`src/rtl/calc_pkg.sv`:
```
package calc_pkg;
  localparam int DIG_W = 4;
  localparam int SEG_W = 7;
  localparam int RES_W = 2 * DIG_W;
  localparam int MAX_DIGIT = 9;

  typedef enum logic [1:0] {
    OP_OFF = 2'b00,
    OP_ADD = 2'b01,
    OP_SUB = 2'b10,
    OP_MUL = 2'b11
  } op_e;

  localparam logic [SEG_W-1:0] SEG_MINUS = 7'h40;
endpackage

```
`src/rtl/calc_addsub.sv`:
```
module calc_addsub #(
  parameter int W = 4
) (
  input  logic [W-1:0] a_i,
  input  logic [W-1:0] b_i,
  input  logic         sub_i,
  output logic [W:0]   mag_o,
  output logic         neg_o
);
  logic [W:0]   x, y, s, inv;
  logic [W+1:0] c;
  logic [W+1:0] h;

  assign x    = {1'b0, a_i};
  assign y    = {1'b0, b_i} ^ {(W+1){sub_i}};
  assign c[0] = sub_i;

  // full-adder chain
  for (genvar i = 0; i <= W; i++) begin : g_fa
    assign s[i]   = x[i] ^ y[i] ^ c[i];
    assign c[i+1] = (x[i] & y[i]) | (c[i] & (x[i] ^ y[i]));
  end

  assign neg_o = sub_i & s[W];
  assign inv   = s ^ {(W+1){neg_o}};
  assign h[0]  = neg_o;

  // complement-and-increment to magnitude
  for (genvar i = 0; i <= W; i++) begin : g_inc
    assign mag_o[i] = inv[i] ^ h[i];
    assign h[i+1]   = inv[i] & h[i];
  end

  always_comb begin
    if (sub_i && a_i <= 4'd9 && b_i <= 4'd9) begin
      a_r3_neg_iff_less: assert (neg_o == (a_i < b_i));
      a_r3_magnitude: assert (int'(mag_o) ==
        ((a_i >= b_i) ? int'(a_i) - int'(b_i) : int'(b_i) - int'(a_i)));
    end
  end
endmodule

```
`src/rtl/calc_mul.sv`:
```
module calc_mul #(
  parameter int W = 4
) (
  input  logic [W-1:0]   a_i,
  input  logic [W-1:0]   b_i,
  output logic [2*W-1:0] prod_o
);
  localparam int PW = 2 * W;
  logic [PW-1:0] acc [W+1];

  assign acc[0] = '0;

  for (genvar i = 0; i < W; i++) begin : g_row
    logic [W-1:0]  pp;
    logic [PW-1:0] pp_sh;
    assign pp     = a_i & {W{b_i[i]}};
    assign pp_sh  = PW'(pp) << i;
    assign acc[i+1] = acc[i] + pp_sh;
  end

  assign prod_o = acc[W];

  always_comb begin
    if (a_i <= 4'd9 && b_i <= 4'd9) begin
      a_r4_product_range: assert (prod_o <= PW'(81));
    end
  end
endmodule

```
`src/rtl/calc_bin2bcd.sv`:
```
module calc_bin2bcd #(
  parameter int BIN_W = 8
) (
  input  logic [BIN_W-1:0] bin_i,
  output logic [3:0]       tens_o,
  output logic [3:0]       units_o
);
  // Input bounded to 81: tens never reaches 5 before its last shift,
  // so only the units column carries add-3 cells and no hundreds digit.
  always_comb begin
    logic [3:0] t, u;
    t = '0;
    u = '0;
    for (int i = BIN_W - 1; i >= 0; i--) begin
      if (u >= 4'd5) u = u + 4'd3;
      {t, u} = {t[2:0], u, bin_i[i]};
    end
    tens_o  = t;
    units_o = u;
  end

  always_comb begin
    if (bin_i <= BIN_W'(81)) begin
      a_r8_bcd_value: assert (int'(tens_o) * 10 + int'(units_o) == int'(bin_i));
      a_r8_units_digit: assert (units_o <= 4'd9);
    end
  end
endmodule

```
`src/rtl/calc_seg7.sv`:
```
module calc_seg7 (
  input  logic [3:0] digit_i,
  input  logic       en_i,
  output logic [6:0] seg_o
);
  logic [6:0] pat;

  // bit0 = a ... bit6 = g, active high
  always_comb begin
    unique case (digit_i)
      4'd0:    pat = 7'h3F;
      4'd1:    pat = 7'h06;
      4'd2:    pat = 7'h5B;
      4'd3:    pat = 7'h4F;
      4'd4:    pat = 7'h66;
      4'd5:    pat = 7'h6D;
      4'd6:    pat = 7'h7D;
      4'd7:    pat = 7'h07;
      4'd8:    pat = 7'h7F;
      4'd9:    pat = 7'h6F;
      default: pat = 7'h00;
    endcase
  end

  assign seg_o = en_i ? pat : 7'h00;

  always_comb begin
    a_r6_blank_when_off: assert (en_i || seg_o == 7'h00);
  end
endmodule

```
`src/rtl/bcd_calc_core.sv`:
```
module bcd_calc_core
  import calc_pkg::*;
(
  input  logic [3:0] a_i,
  input  logic [3:0] b_i,
  input  logic [1:0] op_i,
  output logic [6:0] seg_a_o,
  output logic [6:0] seg_b_o,
  output logic [6:0] seg_sign_o,
  output logic [6:0] seg_tens_o,
  output logic [6:0] seg_units_o,
  output logic       op_add_o,
  output logic       op_sub_o,
  output logic       op_mul_o
);
  localparam int NDISP = 4;

  op_e              op;
  logic             a_ok, b_ok, res_on;
  logic [DIG_W:0]   as_mag;
  logic             as_neg;
  logic [RES_W-1:0] prod, res_bin;
  logic [3:0]       tens, units;
  logic [3:0]       disp_dig [NDISP];
  logic             disp_en  [NDISP];
  logic [SEG_W-1:0] disp_seg [NDISP];

  assign op     = op_e'(op_i);
  assign a_ok   = a_i <= DIG_W'(MAX_DIGIT);
  assign b_ok   = b_i <= DIG_W'(MAX_DIGIT);
  assign res_on = a_ok && b_ok && (op != OP_OFF);

  assign op_add_o = (op == OP_ADD);
  assign op_sub_o = (op == OP_SUB);
  assign op_mul_o = (op == OP_MUL);

  calc_addsub #(.W(DIG_W)) u_addsub (
    .a_i   (a_i),
    .b_i   (b_i),
    .sub_i (op == OP_SUB),
    .mag_o (as_mag),
    .neg_o (as_neg)
  );

  calc_mul #(.W(DIG_W)) u_mul (
    .a_i    (a_i),
    .b_i    (b_i),
    .prod_o (prod)
  );

  // pass only the selected operation
  assign res_bin = (op == OP_MUL) ? prod : RES_W'(as_mag);

  calc_bin2bcd #(.BIN_W(RES_W)) u_bcd (
    .bin_i   (res_bin),
    .tens_o  (tens),
    .units_o (units)
  );

  assign disp_dig[0] = a_i;
  assign disp_dig[1] = b_i;
  assign disp_dig[2] = tens;
  assign disp_dig[3] = units;
  assign disp_en[0]  = 1'b1;
  assign disp_en[1]  = 1'b1;
  assign disp_en[2]  = res_on && (tens != 4'd0);
  assign disp_en[3]  = res_on;

  for (genvar d = 0; d < NDISP; d++) begin : g_disp
    calc_seg7 u_seg (
      .digit_i (disp_dig[d]),
      .en_i    (disp_en[d]),
      .seg_o   (disp_seg[d])
    );
  end

  assign seg_a_o     = disp_seg[0];
  assign seg_b_o     = disp_seg[1];
  assign seg_tens_o  = disp_seg[2];
  assign seg_units_o = disp_seg[3];
  assign seg_sign_o  = (res_on && as_neg) ? SEG_MINUS : '0;

  always_comb begin
    a_r10_flags_onehot0: assert ($onehot0({op_add_o, op_sub_o, op_mul_o}));
    if (seg_sign_o != '0) begin
      a_r5_sign_sub_only: assert (op_i == 2'b10);
    end
    if (op_i == 2'b00) begin
      a_r1_off_blank: assert (seg_tens_o == '0 && seg_units_o == '0 &&
                              seg_sign_o == '0 && !op_add_o && !op_sub_o && !op_mul_o);
    end
    if (!a_ok || !b_ok) begin
      a_r9_invalid_blank: assert (seg_tens_o == '0 && seg_units_o == '0 && seg_sign_o == '0);
    end
  end
endmodule

```
`config.mk`:
```
export PLATFORM = sky130hd
export DESIGN_NAME = bcd_calc_core
export DESIGN_NICKNAME = d
export VERILOG_FILES = /design/src/rtl/calc_pkg.sv /design/src/rtl/calc_addsub.sv /design/src/rtl/calc_mul.sv /design/src/rtl/calc_bin2bcd.sv /design/src/rtl/calc_seg7.sv /design/src/rtl/bcd_calc_core.sv
export SDC_FILE = /design/constraint.sdc
export NUM_CORES = 1
export LEC_CHECK = 0
export BUFFER_PORTS_ARGS = -buffer_cell sky130_fd_sc_hd__buf_4
export CAP_MARGIN = 20
export CORE_ASPECT_RATIO = 1.75
export CORE_MARGIN = 1
export CORE_UTILIZATION = 30
export DETAILED_ROUTE_END_ITERATION = 8
export PLACE_DENSITY_LB_ADDON = 0.12
export SLEW_MARGIN = 20
export SYNTH_ARGS = -nofsm -noshare
export SYNTH_HDL_FRONTEND = slang
export SYNTH_SLANG_ARGS = --single-unit
```
`constraint.sdc`:
```
create_clock -name vclk -period 23.5
set_input_delay 1.175 -clock vclk [all_inputs]
set_output_delay 1.175 -clock vclk [all_outputs]
set_load 0.05 [all_outputs]
```
==> results.toml, run 1 <==
[run_status]
status = "finished, violations left"
violations = "design-rule violations"

[timing]
period_share_pct = 53.2
clock.fmax_ghz = 0.0799
timing.slew.headroom_pct = 37.4
hold_viol_final = 0
fin_tns_setup_ns = 0
slew_viol_final = 0
setup_viol = 0
worst_pin_slew_ns = 0.913
rsz0062_at_grt = "false"
fin_crit_ns = 12.51

[place]
dpl.hpwl_mm = 6.05
dpl_cell_area_um2 = 2880
io_buffers = 42
gp_congestion = 0.867

[die]
dieArea_um2 = 8750
core_area_um2 = 8020
num_rows = 43
start_util_pct = 31.3
die_w_um = 71.2
die_h_um = 123
io_pins = 48

[grt]
grt_pass1_vias = 2575
grt_usage_pct = 16.4
grt_pass1_wl_mm = 11.9
antenna_found_initial = 0
grt-ovfl-total = 0
grt_max_degree = 15

[drt]
first_iter_violations = 88
drc = 5
vias = 2614
final_antenna_net_count = 0
vias_per_cell = 5.47
wl_mm = 7.18
routedWlPerCell_um = 15.0
dr.pass1.iters = 6

[worst_setup_path]
cp_common_cell = "ha_1"
crit_family = "compound AO/OA/AOI/OAI gates"
crit_arrival_ns = 11.34
cp.required_ns = 22.33
cpPeakStageDelay_ns = 0.57
cp_max_fo = 7
crit_type = "in -> out"
cp_slowest_cell = "mux2i_1"
setup.worst_path.end_class = "output pin"
cp-start-kind = "input pin"
path_buf_inv = 6

[final_layout]
final_area_um2 = 2880
seqCellArea_um2 = 0
multiInputGateArea_um2 = 2310
area_delta_synth_final_pct = 14.6
diodes = 0
drive_gt1_share_pct = 15.7
nClkBuffers = 0
nNetsFinal = 449
fillCellCount = 878
seq_cell_count = 0

[synthesis]
synth_common_cells = "ha_1, nand2_1, nor2_1"
yosysMostFrequentCell = "ha_1"
yosys_warnings = 0
synth_area_per_cell_um2 = 7.07
seq_area_frac_synth_pct = 0
synth_cell_type_count = 65
synthTopCellsByArea = "ha_1, fa_1, nand2_1"
netlist.top_cell.by_area = "ha_1"
yosysTopAreaCellShare_pct = 20.9
syn_area_um2 = 2510
syn-instance-count = 355

[pwr]
p_leak_nw = 1.42
vdd_drop_max_mv = 0.0801
p_per_area_nw_per_um2 = 91.5

[hold_path]
min_to = "op_add_o"
min_path_type = "in -> out"
worstHoldStart = "op_i[1]"
hold_depth = 3

[cts]
cts_resized = 0
holdBufCountCts = 0
post_cts_buffers = 0

[flow_run]
cap_violations = 0
[layout by cell type (no fill, tap or decap), types with 5 or more instances in the layout]
cell and n:
ha_1 42, buf_4 42, nand2_1 37, nor2_1 37, inv_1 32, o21ai_0 22
a21oi_1 21, mux2i_1 11, xnor2_1 10, nand3_1 9, o21a_1 8, a31oi_1 7
fa_1 7, nor2b_1 6, and2_1 6, conb_1 6, nand2b_1 5, nor3_1 5
a221oi_1 5
[worst max-delay path by stage]
stage / from / endpoint / slack (ns) / depth (start not counted)
6_report: b_i[1] / seg_units_o[4] / 10.99 / 43
5_1_grt: b_i[1] / seg_units_o[4] / 10.05 / 42
4_1_cts: b_i[1] / seg_units_o[4] / 11.01 / 43
3_5_place_dp: b_i[1] / seg_units_o[4] / 11.05 / 43
3_3_place_gp: b_i[2] / seg_units_o[4] / 11.23 / 46
2_1_floorplan: b_i[2] / seg_units_o[0] / 11.61 / 40
[stage by stage]
step	util [%]	hold slack, ns	total power [mW]	std cells	setup slack (ns)
after floorplan	-	2.52	0.206	360	11.61
after global placement	35.9	2.72	0.264	478	11.23
after detailed placement	35.9	2.72	0.262	478	11.05
after CTS	35.9	2.72	0.263	478	11.01
after global routing	35.9	2.75	0.291	478	10.05
final	35.9	2.72	0.263	478	10.99
[area by class of cell]
class	count	share of cell area (%)
Tap cell	90	3.91
Timing Repair Buffer	42	11.0
Multi-Input combinational cell	310	80.4
Inverter	36	4.70
[logic make-up (layout without fill, tap and decap cells)]
logic type                 count (synthesis)  count (layout)  share of synthesized area, %
other                                      1               6                         0.149
muxes                                     15              15                          6.78
xor gates and xnor gates                  13              13                          5.13
AOI/OAI and AO/OA                        105             105                          29.8
adders and majority gates                 49              49                          26.5
and+or+nand+nor                          122             122                          23.1
buffers and inverters                     50              78                          8.57
[metal layers]
metal	up-vias	GRT usage [%]	share of wire, %
met5	-	0	0
met1	1215	17.3	38
met2	73	35.4	57
met3	12	0.244	3.2
met4	0	2.63	1.9
li1	1314	-	-
[where the power goes]
| group | switching (mW) | total (mW) | leakage [nW] | internal (mW) |
|---|---|---|---|---|
| registers | 0 | 0 | 0 | 0 |
| logic | 0.173 | 0.263 | 1.42 | 0.0908 |
| clock network | 0 | 0 | 0 | 0 |
(Power assumes the default switching activity.)
==> run 2: changes to the inputs <==
--- a/config.mk
+++ b/config.mk
@@ -5,6 +5,7 @@
 export SDC_FILE = /design/constraint.sdc
 export NUM_CORES = 1
 export LEC_CHECK = 0
+export ABC_AREA = 1
 export BUFFER_PORTS_ARGS = -buffer_cell sky130_fd_sc_hd__buf_4
 export CAP_MARGIN = 20
 export CORE_ASPECT_RATIO = 1.75
==> constraint.sdc (replaced) <==
create_clock -name vclk -period 10.5
set_input_delay 0.525 -clock vclk [all_inputs]
set_output_delay 0.525 -clock vclk [all_outputs]
set_load 0.05 [all_outputs]
==> run 2 against run 1 <==
Effect of this change:
- routed wire length fell by 26%
- largest cell class unchanged
- largest power group unchanged
- worst setup slack worse by 8.7 ns
- combinational power increased by 120%
- the flow now finishes without violations
- clock-buffer cell count unchanged
- synthesized cell count increased by 6.8%
- sequential share of layout area unchanged
==> results.toml, run 2 <==
[final_layout]
drive_gt1_share_pct = 23.5
seqCellArea_um2 = 0
diodes = 0
area_delta_synth_final_pct = 16.6
nNetsFinal = 478
seq_cell_count = 0
final_area_um2 = 2730
layout_commonest_cell = "nand2_1"
layout_common_cells = "nand2_1, inv_1, ha_1, buf_4, nor2_1"
fillCellCount = 875
nClkBuffers = 0
stdcell_count = 505

[pwr]
vdd_drop_max_mv = 0.0973
finalPower_uw = 566
p_per_area_nw_per_um2 = 207
p_leak_nw = 1.67

[timing]
fin_crit_ns = 8.26
setup_viol = 0
slew_viol_final = 0
rsz0062_at_grt = "false"
period_share_pct = 78.6
fin_tns_setup_ns = 0
timing.slew.headroom_pct = 58.1
clock.fmax_ghz = 0.121
hold_viol_final = 0
worst_pin_slew_ns = 0.622
fin_hold_ws_ns = 1.39

[worst_setup_path]
cpPeakStageDelay_ns = 0.53
path_buf_inv = 12
setup.worst_path.end_class = "output pin"
cp_slowest_cell = "fa_1"
crit_family = "simple AND/OR/NAND/NOR gates"
crit_arrival_ns = 7.73
cp_max_fo = 9
cp-start-kind = "input pin"
path_depth = 47
cp.required_ns = 9.98
crit_type = "in -> out"
cp_common_cell = "inv_1"
crit_path_start = "a_i[1]"

[cts]
post_cts_buffers = 0
holdBufCountCts = 0
cts_resized = 0

[synthesis]
syn-instance-count = 379
synthTopCellsByArea = "ha_1, nand2_1, inv_1"
netlist.top_cell.by_area = "ha_1"
synth_cell_type_count = 34
syn_area_um2 = 2340
seq_area_frac_synth_pct = 0
synth_area_per_cell_um2 = 6.18
yosysTopAreaCellShare_pct = 22.4
yosysMostFrequentCell = "nand2_1"
synth_common_cells = "nand2_1, inv_1, ha_1"
yosys_warnings = 0

[drt]
highest_layer = "met4"
vias = 2292
wl_mm = 5.33
final_antenna_net_count = 0
first_iter_violations = 63
vias_per_cell = 4.54
drc = 0
wl_met1_mm = 2.03
routedWlPerCell_um = 10.6
dr.pass1.iters = 4
wl_met2_mm = 3.19
wl_met3_um = 90

[place]
gp_congestion = 0.753
dpl.hpwl_mm = 4.76
dp.cells = 505
dpl_cell_area_um2 = 2730
io_buffers = 42

[die]
core_area_um2 = 7570
dieArea_um2 = 8180
start_util_pct = 31.0
die_h_um = 119
die_w_um = 68.8
io_pins = 48
num_rows = 42

[hold_path]
min_path_type = "in -> out"
worstHoldStart = "op_i[1]"
hold_depth = 3

[flow_run]
cap_violations = 0

[grt]
antenna_found_initial = 0
grt_max_degree = 11
grt_usage_pct = 13.5
grt-ovfl-total = 0
grt_pass1_vias = 2174
grt_pass1_wl_mm = 8.98

[run_status]
status = "finished, final reports clean"
[run 2: area by class of cell]
| type | count | area (µm²) | area share, % |
|---|---|---|---|
| inverters | 74 | 285 | 10.4 |
| multi-input cells | 301 | 2020 | 74.0 |
| well taps | 88 | 110 | 4.03 |
| repair buffers | 42 | 315 | 11.5 |
[run 2: logic make-up (layout without fill, tap and decap cells)]
kind of cell	after synthesis	after routing	share of synthesized area (%)
buffers and inverters	83	116	14.6
AO/OA/AOI/OAI	41	41	11.0
adder cells (fa/ha/maj)	49	49	28.4
XOR/XNOR	9	9	3.69
other	1	6	0.160
AND/OR/NAND/NOR	196	196	42.2
[run 2: final timing paths]
check | slack (ns) | end
max | 2.24 | seg_tens_o[2]
min | 1.39 | op_add_o
[run 2: routing by layer]
| layer | up-vias | track usage, % |
|---|---|---|
| met1 | 1021 | 13.5 |
| met3 | 2 | 0.287 |
| li1 | 1238 | - |
| met5 | - | 0 |
| met4 | 0 | 0.383 |
| met2 | 31 | 29.3 |
[run 2: metrics by stage]
stage	utilization (%)	setup slack [ns]
5_1_grt	36.1	1.56
4_1_cts	36.1	2.15
3_3_place_gp	36.1	2.28
3_5_place_dp	36.1	2.17
2_1_floorplan	-	1.89
6_report	36.1	2.24
[run 2: where the power goes]
part           internal [mW]  leakage [nW]  switching (mW)
registers                  0             0               0
logic                  0.181          1.67           0.385
clock network              0             0               0
[run 2: worst min-delay path, cell delays in order]
cell and delay (ns):
buf_4 0.12, nor2_1 0.05, buf_4 0.18
==> run 3: changes to the inputs <==
==> constraint.sdc (replaced) <==
create_clock -name vclk -period 6.9
set_input_delay 0.345 -clock vclk [all_inputs]
set_output_delay 0.345 -clock vclk [all_outputs]
set_load 0.05 [all_outputs]
==> run 3 against run 2 <==
Effect of this change:
- clock-buffer cell count did not move
- utilization grew 12 points
- sequential cell count did not move
- global-route usage grew 2.2 points
- critical path type unchanged
- critical path depth rose by 1
==> results.toml, run 3 (same netlist as run 2, synthesis figures left out) <==
[grt]
met2_usage_pct = 34.2
grt_pass1_wl_mm = 10.2
grt_usage_pct = 15.7
grt_util_met3_pct = 0.287
grt_max_degree = 11
antenna_found_initial = 0
grt-ovfl-total = 0
grt_pass1_vias = 2451
grt_use_met1_pct = 15.2
busiest_layer = "met2"

[hold_path]
min_to = "op_add_o"
worstHoldStart = "op_i[0]"
min_path_type = "in -> out"
hold_depth = 4

[die]
die_h_um = 119
start_util_pct = 31.0
io_pins = 48
die_w_um = 68.8
core_area_um2 = 7570
dieArea_um2 = 8180
num_rows = 42

[worst_setup_path]
crit_arrival_ns = 6.44
crit_path_start = "a_i[0]"
cp.required_ns = 6.55
cp_max_fo = 6
setup.worst_path.end_class = "output pin"
path_buf_inv = 12
crit_family = "adder cells"
cp_slowest_cell = "fa_1"
cpPeakStageDelay_ns = 0.54
cp_common_cell = "inv_2"
crit_type = "in -> out"
cp-start-kind = "input pin"

[pwr]
p_per_area_nw_per_um2 = 331
vdd_drop_max_mv = 0.174
p_leak_nw = 1.97

[place]
dpl.hpwl_mm = 5.40
gp_congestion = 0.774
io_buffers = 42
post-place-ws_ns = -0.129
dpl_cell_area_um2 = 3270
dp.cells = 552

[timing]
setup_viol = 0
slew_viol_final = 0
period_share_pct = 98.4
fin_hold_ws_ns = 1.11
clock.fmax_ghz = 0.147
fin_crit_ns = 6.79
rsz0062_at_grt = "true"
fin_ws_ns = 0.111
timing.slew.headroom_pct = 49.2
worst_pin_slew_ns = 0.754
hold_viol_final = 0

[final_layout]
layout_common_cells = "nand2_1, buf_4, inv_1"
drive_gt1_share_pct = 47.4
stdcell_count = 558
nClkBuffers = 0
seqCellArea_um2 = 0
diodes = 0
area_delta_synth_final_pct = 54.7
seq_cell_count = 0
layout_commonest_cell = "nand2_1"
final_area_um2 = 3620
nNetsFinal = 531

[drt]
drc = 0
vias = 2578
final_antenna_net_count = 0
routedWlPerCell_um = 11.3
wl_mm = 6.29
dr.pass1.iters = 4
first_iter_violations = 102
vias_per_cell = 4.62

[flow_run]
cap_violations = 0

[cts]
holdBufCountCts = 0

[run_status]
status = "finished, final reports clean"
run 3: cell count changes in the layout (fill, tap and decap cells not counted), moves of 6 or more:
| cell | previous run | this run |
|---|---|---|
| nand2_2 | 14 | 22 |
| buf_4 | 42 | 77 |
| buf_6 | 0 | 13 |
| inv_1 | 65 | 51 |
| nor2_4 | 0 | 9 |
| nand2_1 | 98 | 86 |
| inv_2 | 7 | 18 |
| nand3_1 | 21 | 15 |
| ha_1 | 42 | 29 |
| ha_4 | 0 | 8 |
| nor2_1 | 33 | 19 |
run 3: stage by stage:
stage | utilization [%] | setup TNS (ns) | total power [mW]
after global routing | 47.9 | -2.92 | 1.32
after global placement | 43.2 | -0.0754 | 1.06
after CTS | 44.0 | 0 | 1.09
final | 47.9 | 0 | 1.20
after floorplan | - | 0 | 0.802
after detailed placement | 43.2 | -0.681 | 1.06
run 3: how the worst max path moves through the flow:
| stage | endpoint | depth (start not counted) |
|---|---|---|
| CTS | seg_tens_o[6] | 47 |
| global placement | seg_tens_o[4] | 51 |
| floorplan | seg_tens_o[4] | 51 |
| global route | seg_tens_o[6] | 48 |
| detailed placement | seg_tens_o[4] | 51 |
| finish | seg_tens_o[6] | 48 |
run 3: power by group:
group | total (mW) | internal, mW | switching, mW
logic | 1.20 | 0.459 | 0.742
clock network | 0 | 0 | 0
registers | 0 | 0 | 0
run 3: per-layer routing:
| layer | vias up | wire [µm] |
|---|---|---|
| met5 | - | 0 |
| met1 | 1191 | 2090 |
| met4 | 0 | 72 |
| met3 | 8 | 93 |
| li1 | 1342 | - |
| met2 | 37 | 4030 |
run 3: what timing repair did:
action | 4_1_cts | 5_1_grt
setup endpoints to repair | 12 | 14
pin swaps | 10 | 36
gates resized for setup | 14 | 63
buffers inserted | 2 | 4
run 3: layout make-up:
type	instances	area, µm²
Inverter	74	293
Timing Repair Buffer	95	805
Multi-Input combinational cell	301	2420
Fill cell	808	3940
Tap cell	88	110
